## src/rtl/mdio_pkg.sv

```systemverilog
package mdio_pkg;
  localparam int PRE_BITS   = 32;
  localparam int ADDR_BITS  = 5;
  localparam int DATA_BITS  = 16;
  localparam int OP_BITS    = 2;
  localparam int FRAME_BITS = PRE_BITS + 2 + OP_BITS + 2 * ADDR_BITS + 2 + DATA_BITS;
  localparam int IDX_W      = $clog2(FRAME_BITS);
  localparam int TA_IDX     = PRE_BITS + 2 + OP_BITS + 2 * ADDR_BITS;
  localparam int DATA_IDX   = TA_IDX + 2;
  localparam int READY_BIT  = 28;

  typedef enum logic [OP_BITS-1:0] {
    OPC_RSV0 = 2'd0,
    OPC_WR   = 2'd1,
    OPC_RD   = 2'd2,
    OPC_RSV3 = 2'd3
  } mgmt_op_e;

  typedef struct packed {
    logic [OP_BITS-1:0]   op;
    logic [ADDR_BITS-1:0] phy;
    logic [ADDR_BITS-1:0] regad;
    logic [DATA_BITS-1:0] data;
  } ctrl_t;

  function automatic logic [FRAME_BITS-1:0] build_frame(input ctrl_t c);
    logic [1:0] ta;
    ta = (c.op == OPC_RD) ? 2'b11 : 2'b10;
    return {{PRE_BITS{1'b1}}, 2'b01, c.op, c.phy, c.regad, ta, c.data};
  endfunction
endpackage

```

## src/rtl/mdio_clkgen.sv

```systemverilog
module mdio_clkgen #(
  parameter int HALF_DIV = 2
) (
  input  logic clk,
  input  logic rst,
  input  logic run,
  output logic mdc,
  output logic rise_stb,
  output logic fall_stb
);
  logic edge_due;

  generate
    if (HALF_DIV == 1) begin : g_nodiv
      assign edge_due = run;
    end else begin : g_div
      localparam int CW = $clog2(HALF_DIV);
      logic [CW-1:0] cnt;
      always_ff @(posedge clk) begin
        if (rst || !run) cnt <= '0;
        else if (cnt == CW'(HALF_DIV - 1)) cnt <= '0;
        else cnt <= cnt + 1'b1;
      end
      assign edge_due = run && (cnt == CW'(HALF_DIV - 1));
    end
  endgenerate

  always_ff @(posedge clk) begin
    if (rst || !run) mdc <= 1'b0;
    else if (edge_due) mdc <= ~mdc;
  end

  assign rise_stb = edge_due && !mdc;
  assign fall_stb = edge_due && mdc;

  a_r4_stopped_clock_low: assert property (@(posedge clk) disable iff (rst)
    !run |=> !mdc);
endmodule

```

## src/rtl/mdio_frame_seq.sv

```systemverilog
module mdio_frame_seq
  import mdio_pkg::*;
(
  input  logic                 clk,
  input  logic                 rst,
  input  logic                 start,
  input  ctrl_t                cmd,
  input  logic                 rise_stb,
  input  logic                 fall_stb,
  input  logic                 mdio_i,
  output logic                 busy,
  output logic                 mdio_o,
  output logic                 mdio_oe,
  output logic                 finish,
  output logic [DATA_BITS-1:0] rdata
);
  logic [FRAME_BITS-1:0] sreg;
  logic [IDX_W-1:0]      idx;
  logic                  is_rd;
  logic [DATA_BITS-1:0]  cap;

  assign finish = busy && fall_stb && (idx == IDX_W'(FRAME_BITS - 1));

  always_ff @(posedge clk) begin
    if (rst) begin
      sreg    <= '0;
      idx     <= '0;
      busy    <= 1'b0;
      is_rd   <= 1'b0;
      mdio_oe <= 1'b0;
      cap     <= '0;
    end else if (start && !busy) begin
      sreg    <= build_frame(cmd);
      idx     <= '0;
      busy    <= 1'b1;
      is_rd   <= (cmd.op == OPC_RD);
      mdio_oe <= 1'b1;
    end else if (busy) begin
      if (rise_stb && is_rd && idx >= IDX_W'(DATA_IDX))
        cap <= {cap[DATA_BITS-2:0], mdio_i};
      if (finish) begin
        busy    <= 1'b0;
        mdio_oe <= 1'b0;
      end else if (fall_stb) begin
        idx  <= idx + 1'b1;
        sreg <= {sreg[FRAME_BITS-2:0], 1'b0};
        if (is_rd && (idx + 1'b1) == IDX_W'(TA_IDX)) mdio_oe <= 1'b0;
      end
    end
  end

  assign mdio_o = sreg[FRAME_BITS-1];
  assign rdata  = cap;

  a_r5_read_released: assert property (@(posedge clk) disable iff (rst)
    (busy && is_rd && idx >= IDX_W'(TA_IDX)) |-> !mdio_oe);
  a_r8_driven_frame: assert property (@(posedge clk) disable iff (rst)
    (busy && !is_rd) |-> mdio_oe);
  a_r3_idx_steps_on_fall: assert property (@(posedge clk) disable iff (rst)
    (busy && !fall_stb && !start) |=> $stable(idx));
endmodule

```

## src/rtl/mdio_ctl_master.sv

```systemverilog
module mdio_ctl_master
  import mdio_pkg::*;
#(
  parameter int HALF_DIV = 2
) (
  input  logic        clk,
  input  logic        rst,
  input  logic        reg_wr_en,
  input  logic [31:0] reg_wr_data,
  output logic [31:0] reg_rd_data,
  output logic        done_evt,
  output logic        mdc,
  output logic        mdio_o,
  output logic        mdio_oe,
  input  logic        mdio_i
);
  localparam int CTRL_W = $bits(ctrl_t);

  ctrl_t ctrl_q;
  logic  ready_q;
  logic  launch, seq_busy, seq_fin, rise_stb, fall_stb;
  logic [DATA_BITS-1:0] seq_rdata;

  assign launch = reg_wr_en && ready_q;

  always_ff @(posedge clk) begin
    if (rst) begin
      ctrl_q   <= '0;
      ready_q  <= 1'b1;
      done_evt <= 1'b0;
    end else begin
      done_evt <= 1'b0;
      if (launch) begin
        ctrl_q  <= ctrl_t'(reg_wr_data[CTRL_W-1:0]);
        ready_q <= 1'b0;
      end else if (seq_fin) begin
        ready_q  <= 1'b1;
        done_evt <= 1'b1;
        if (ctrl_q.op == OPC_RD) ctrl_q.data <= seq_rdata;
      end
    end
  end

  assign reg_rd_data = {3'b000, ready_q, ctrl_q};

  mdio_clkgen #(.HALF_DIV(HALF_DIV)) clkgen_i (
    .clk      (clk),
    .rst      (rst),
    .run      (seq_busy),
    .mdc      (mdc),
    .rise_stb (rise_stb),
    .fall_stb (fall_stb)
  );

  mdio_frame_seq seq_i (
    .clk      (clk),
    .rst      (rst),
    .start    (launch),
    .cmd      (ctrl_t'(reg_wr_data[CTRL_W-1:0])),
    .rise_stb (rise_stb),
    .fall_stb (fall_stb),
    .mdio_i   (mdio_i),
    .busy     (seq_busy),
    .mdio_o   (mdio_o),
    .mdio_oe  (mdio_oe),
    .finish   (seq_fin),
    .rdata    (seq_rdata)
  );

  a_r2_launch_clears_ready: assert property (@(posedge clk) disable iff (rst)
    launch |=> !ready_q);
  a_r7_busy_write_keeps_fields: assert property (@(posedge clk) disable iff (rst)
    (reg_wr_en && !ready_q) |=> $stable(reg_rd_data[27:16]));
  a_r7_busy_write_no_restart: assert property (@(posedge clk) disable iff (rst)
    (reg_wr_en && !ready_q && !seq_fin) |=> !ready_q);
  a_r6_done_marks_ready_rise: assert property (@(posedge clk) disable iff (rst)
    done_evt |-> (ready_q && !$past(ready_q)));
  a_r4_idle_clock_low: assert property (@(posedge clk) disable iff (rst)
    ready_q |-> !mdc);
  a_r6_busy_excludes_ready: assert property (@(posedge clk) disable iff (rst)
    seq_busy |-> !ready_q);
  a_r3_data_moves_after_fall: assert property (@(posedge clk) disable iff (rst)
    !$stable(mdio_o) |-> ($fell(mdc) || $fell(ready_q)));
endmodule

```

## config.mk

```make
export PLATFORM = sky130hd
export DESIGN_NAME = mdio_ctl_master
export DESIGN_NICKNAME = d
export VERILOG_FILES = /design/src/rtl/mdio_pkg.sv /design/src/rtl/mdio_clkgen.sv /design/src/rtl/mdio_frame_seq.sv /design/src/rtl/mdio_ctl_master.sv
export SDC_FILE = /design/constraint.sdc
export NUM_CORES = 1
export LEC_CHECK = 0
export ABC_AREA = 0
export BUFFER_PORTS_ARGS = -buffer_cell sky130_fd_sc_hd__buf_2
export CAP_MARGIN = 10
export CORE_AREA = 5 5 100 102
export DETAILED_ROUTE_END_ITERATION = 6
export DIE_AREA = 0 0 105 107
export PLACE_DENSITY = 0.8
export RECOVER_POWER = 25
export SYNTH_ARGS = -nofsm -noshare
export SYNTH_HDL_FRONTEND = slang
export SYNTH_HIERARCHICAL = 1
export SYNTH_SLANG_ARGS = --single-unit
```

## constraint.sdc

```tcl
create_clock -name clk -period 2.48 [get_ports clk]
set_input_delay 0.372 -clock clk [delete_from_list [all_inputs] [get_ports clk]]
set_output_delay 0.372 -clock clk [all_outputs]
set_load 0.03 [all_outputs]
```

==> impl_metrics.env <==
export IMPL_status="finished clean"
export IMPL_synthTopCellsByArea="dfxtp_1 (49%), nand2_1 (8.0%), nor3_1 (7.1%), a21oi_1 (5.7%), nor2_1 (3.8%)"
export IMPL_io_buffers=64
export IMPL_yosys_register_bits=121
export IMPL_grt_pass1_wl_um=19100
export IMPL_worst_clock_skew_ns=0.0121
export IMPL_post_cts_buffers=0
export IMPL_start_kind="flop"
export IMPL_worst_pin_slew_ns=1.40
export IMPL_syn_area_um2=4900
export IMPL_antenna_cells=0
export IMPL_critPathKind="reg -> reg"
export IMPL_finalSetupViolCount=0
export IMPL_syn_to_final_growth_pct=17.8
export IMPL_htreeDepth=4
export IMPL_final_nets=664
export IMPL_ios=72
export IMPL_synthDistinctLibCells=42
export IMPL_cp_max_fo=54
export IMPL_worst_setup_path_end_kind="flop"
export IMPL_drt_met1_wl_um=4890
export IMPL_grt_pass1_vias=4098
export IMPL_yosysMostFrequentCell="dfxtp_1"
export IMPL_post_place_ws_ns=0.462
export IMPL_finalWorstSetupSlack_ns=0.392
export IMPL_fmax_mhz=479
export IMPL_rsz0062_at_grt="false"
export IMPL_peakVddDrop_uv=581
export IMPL_clock_sinks=121
export IMPL_slowest_stage="dfxtp_1"
export IMPL_dr_wl_met2_um=5940
export IMPL_vias_per_cell=5.81
export IMPL_path_clk_slew_ns=0.06
export IMPL_p_per_area_nw_per_um2=907
export IMPL_gp_congestion=0.790
export IMPL_synthTopCellsByCount="dfxtp_1 (121), nand2_1 (105), nor3_1 (70)"
export IMPL_timing_final_crit_share_pct=84.2
export IMPL_drive_above_1_share_pct=14.7
export IMPL_ys_flop_type="dfxtp_1"
export IMPL_antenna_found_initial=0
export IMPL_setup_tns_ns=0
export IMPL_met3WireLength_um=703
export IMPL_async_flop_share_pct=0
export IMPL_synth_top_area_cell="dfxtp_1"
export IMPL_grtUsageTotal_pct=21.0
export IMPL_path_cells="ha_1 > and3_4 > a31o_2 > buf_12 > nand2_1 > a311oi_1"
export IMPL_max_cap_viol_count=0
export IMPL_synth_top_area_share_pct=49.4
export IMPL_grt_max_degree=55
export IMPL_multi_input_area_um2=2140
export IMPL_fin_crit_ns=2.09
export IMPL_root_buffer="clkbuf_8"
export IMPL_cts_tree="built"
export IMPL_clockBufferDepth=2
export IMPL_register_area_um2=2420
export IMPL_maxSlewViolCount=0
export IMPL_yosysSeqAreaShare_pct=49.4
export IMPL_fill_cells=738
export IMPL_finalHoldViolCount=0
export IMPL_arrival_ns=2.48
export IMPL_clk_latency_ns=0.51
export IMPL_synthCells=586
export IMPL_routed_top_layer="met4"
export IMPL_avgRoutedWirePerCell_um=15.7
export IMPL_required_ns=2.87
export IMPL_core_um2=9020
export IMPL_dieWidth_um=105
export IMPL_syn_avg_cell_area_um2=8.37
export IMPL_ctsResizeCount=0
export IMPL_dr_pass1_iters=5
export IMPL_wl_um=11700
export IMPL_ant_nets=0
export IMPL_synth_edf_count=0
export IMPL_die_height_um=107
export IMPL_overflow=0
export IMPL_maxSlewHeadroom_pct=6.97
export IMPL_max_stage_delay_ns=0.39
export IMPL_drc=0
export IMPL_ys_warn_count=6
export IMPL_postCtsHoldBufs=0
export IMPL_power_leakage_nw=2.19
export IMPL_rrSetupSlack_ns=0.39
export IMPL_hp_class="in -> reg"
export IMPL_dpl_hpwl_um=7140
export IMPL_vias=4360
export IMPL_rows=35
export IMPL_initialDrtViolationCount=324
export IMPL_cts_inserted_buffers=17
export IMPL_dieArea_um2=11200
export IMPL_start_util_pct=54.4
layout make-up:
cell class                 instances  area share (%)
inverter                           3           0.195
tap                              111            2.40
clock inverter                    12            3.40
timing repair buffer              76            7.30
sequential                       121            41.9
clock buffer                      20            7.71
multi-input combinational        407            37.1
report_power, final:
| part | internal (mW) | switching (mW) | total, mW |
|---|---|---|---|
| combinational | 0.160 | 0.313 | 0.473 |
| clock | 1.78 | 0.850 | 2.63 |
| sequential | 2.07 | 0.0683 | 2.13 |
cell families (layout without fill, tap and decap cells):
logic type	Yosys count	in the layout	synth area share, %
multiplexers	1	1	0.204
adder cells (fa/ha/maj)	2	2	0.510
other	1	3	0.0765
AO/OA/AOI/OAI	127	127	17.7
buffers and inverters	60	111	7.27
AND/OR/NAND/NOR	271	271	24.3
flip-flops	121	121	49.4
XOR/XNOR	3	3	0.536
final timing paths:
kind | to | depth (start not counted) | start
setup reg to reg | seq_i/sreg[18]$_SDFFE_PP0P_ | 6 | seq_i/idx[0]$_SDFFE_PP0P_
setup / recovery | seq_i/sreg[18]$_SDFFE_PP0P_ | 6 | seq_i/idx[0]$_SDFFE_PP0P_
hold / removal | seq_i/rdata[0]$_SDFFE_PP0P_ | 3 | mdio_i
hold reg to reg | reg_rd_data[21]$_SDFFE_PP0P_ | 2 | reg_rd_data[21]$_SDFFE_PP0P_
metrics by stage:
step	instance area (µm²)	hold slack, ns	power, mW	instances	utilization [%]
after floorplan	4910	0.433	2.51	588	-
after global placement	5170	0.440	2.63	718	57.4
after detailed placement	5170	0.447	2.64	718	57.4
after CTS	5820	0.0803	5.28	750	64.5
after global routing	5780	0.0998	5.43	750	64.0
final	5780	0.106	5.24	750	64.0
layer usage:
layer  up-vias  track usage (%)
li1       2122                -
met4         0             8.86
met3        22             6.50
met5         -                0
met1      2063             24.2
met2       153             36.0
layout by cell type (no fill, tap or decap), types with 10 or more instances in the layout:
cell / Yosys / routed
nor3_1: 70 / 70
clkbuf_16: 0 / 16
a22oi_1: 24 / 24
nand2_1: 105 / 105
clkbuf_1: 25 / 30
nor2_1: 50 / 50
a31oi_2: 10 / 10
dfxtp_1: 121 / 121
buf_2: 13 / 36
o31ai_1: 16 / 16
a21oi_1: 56 / 56
nand3_1: 30 / 30
sequential cells by signal, indices dropped and copies added (netlist names), 6 cells and up:
signal / flops
seq_i/idx: 6
seq_i/rdata: 16
reg_rd_data: 28
seq_i/sreg: 64
worst max-delay path: cells and delay by family, from the launching register on:
kind	cells	cell delay, ns
AO/OA/AOI/OAI	2	0.69
AND/OR/NAND/NOR	2	0.33
adder cells (fa/ha/maj)	1	0.27
buffers and inverters	1	0.28
flip-flops	1	0.39
(Power assumes the default switching activity.)
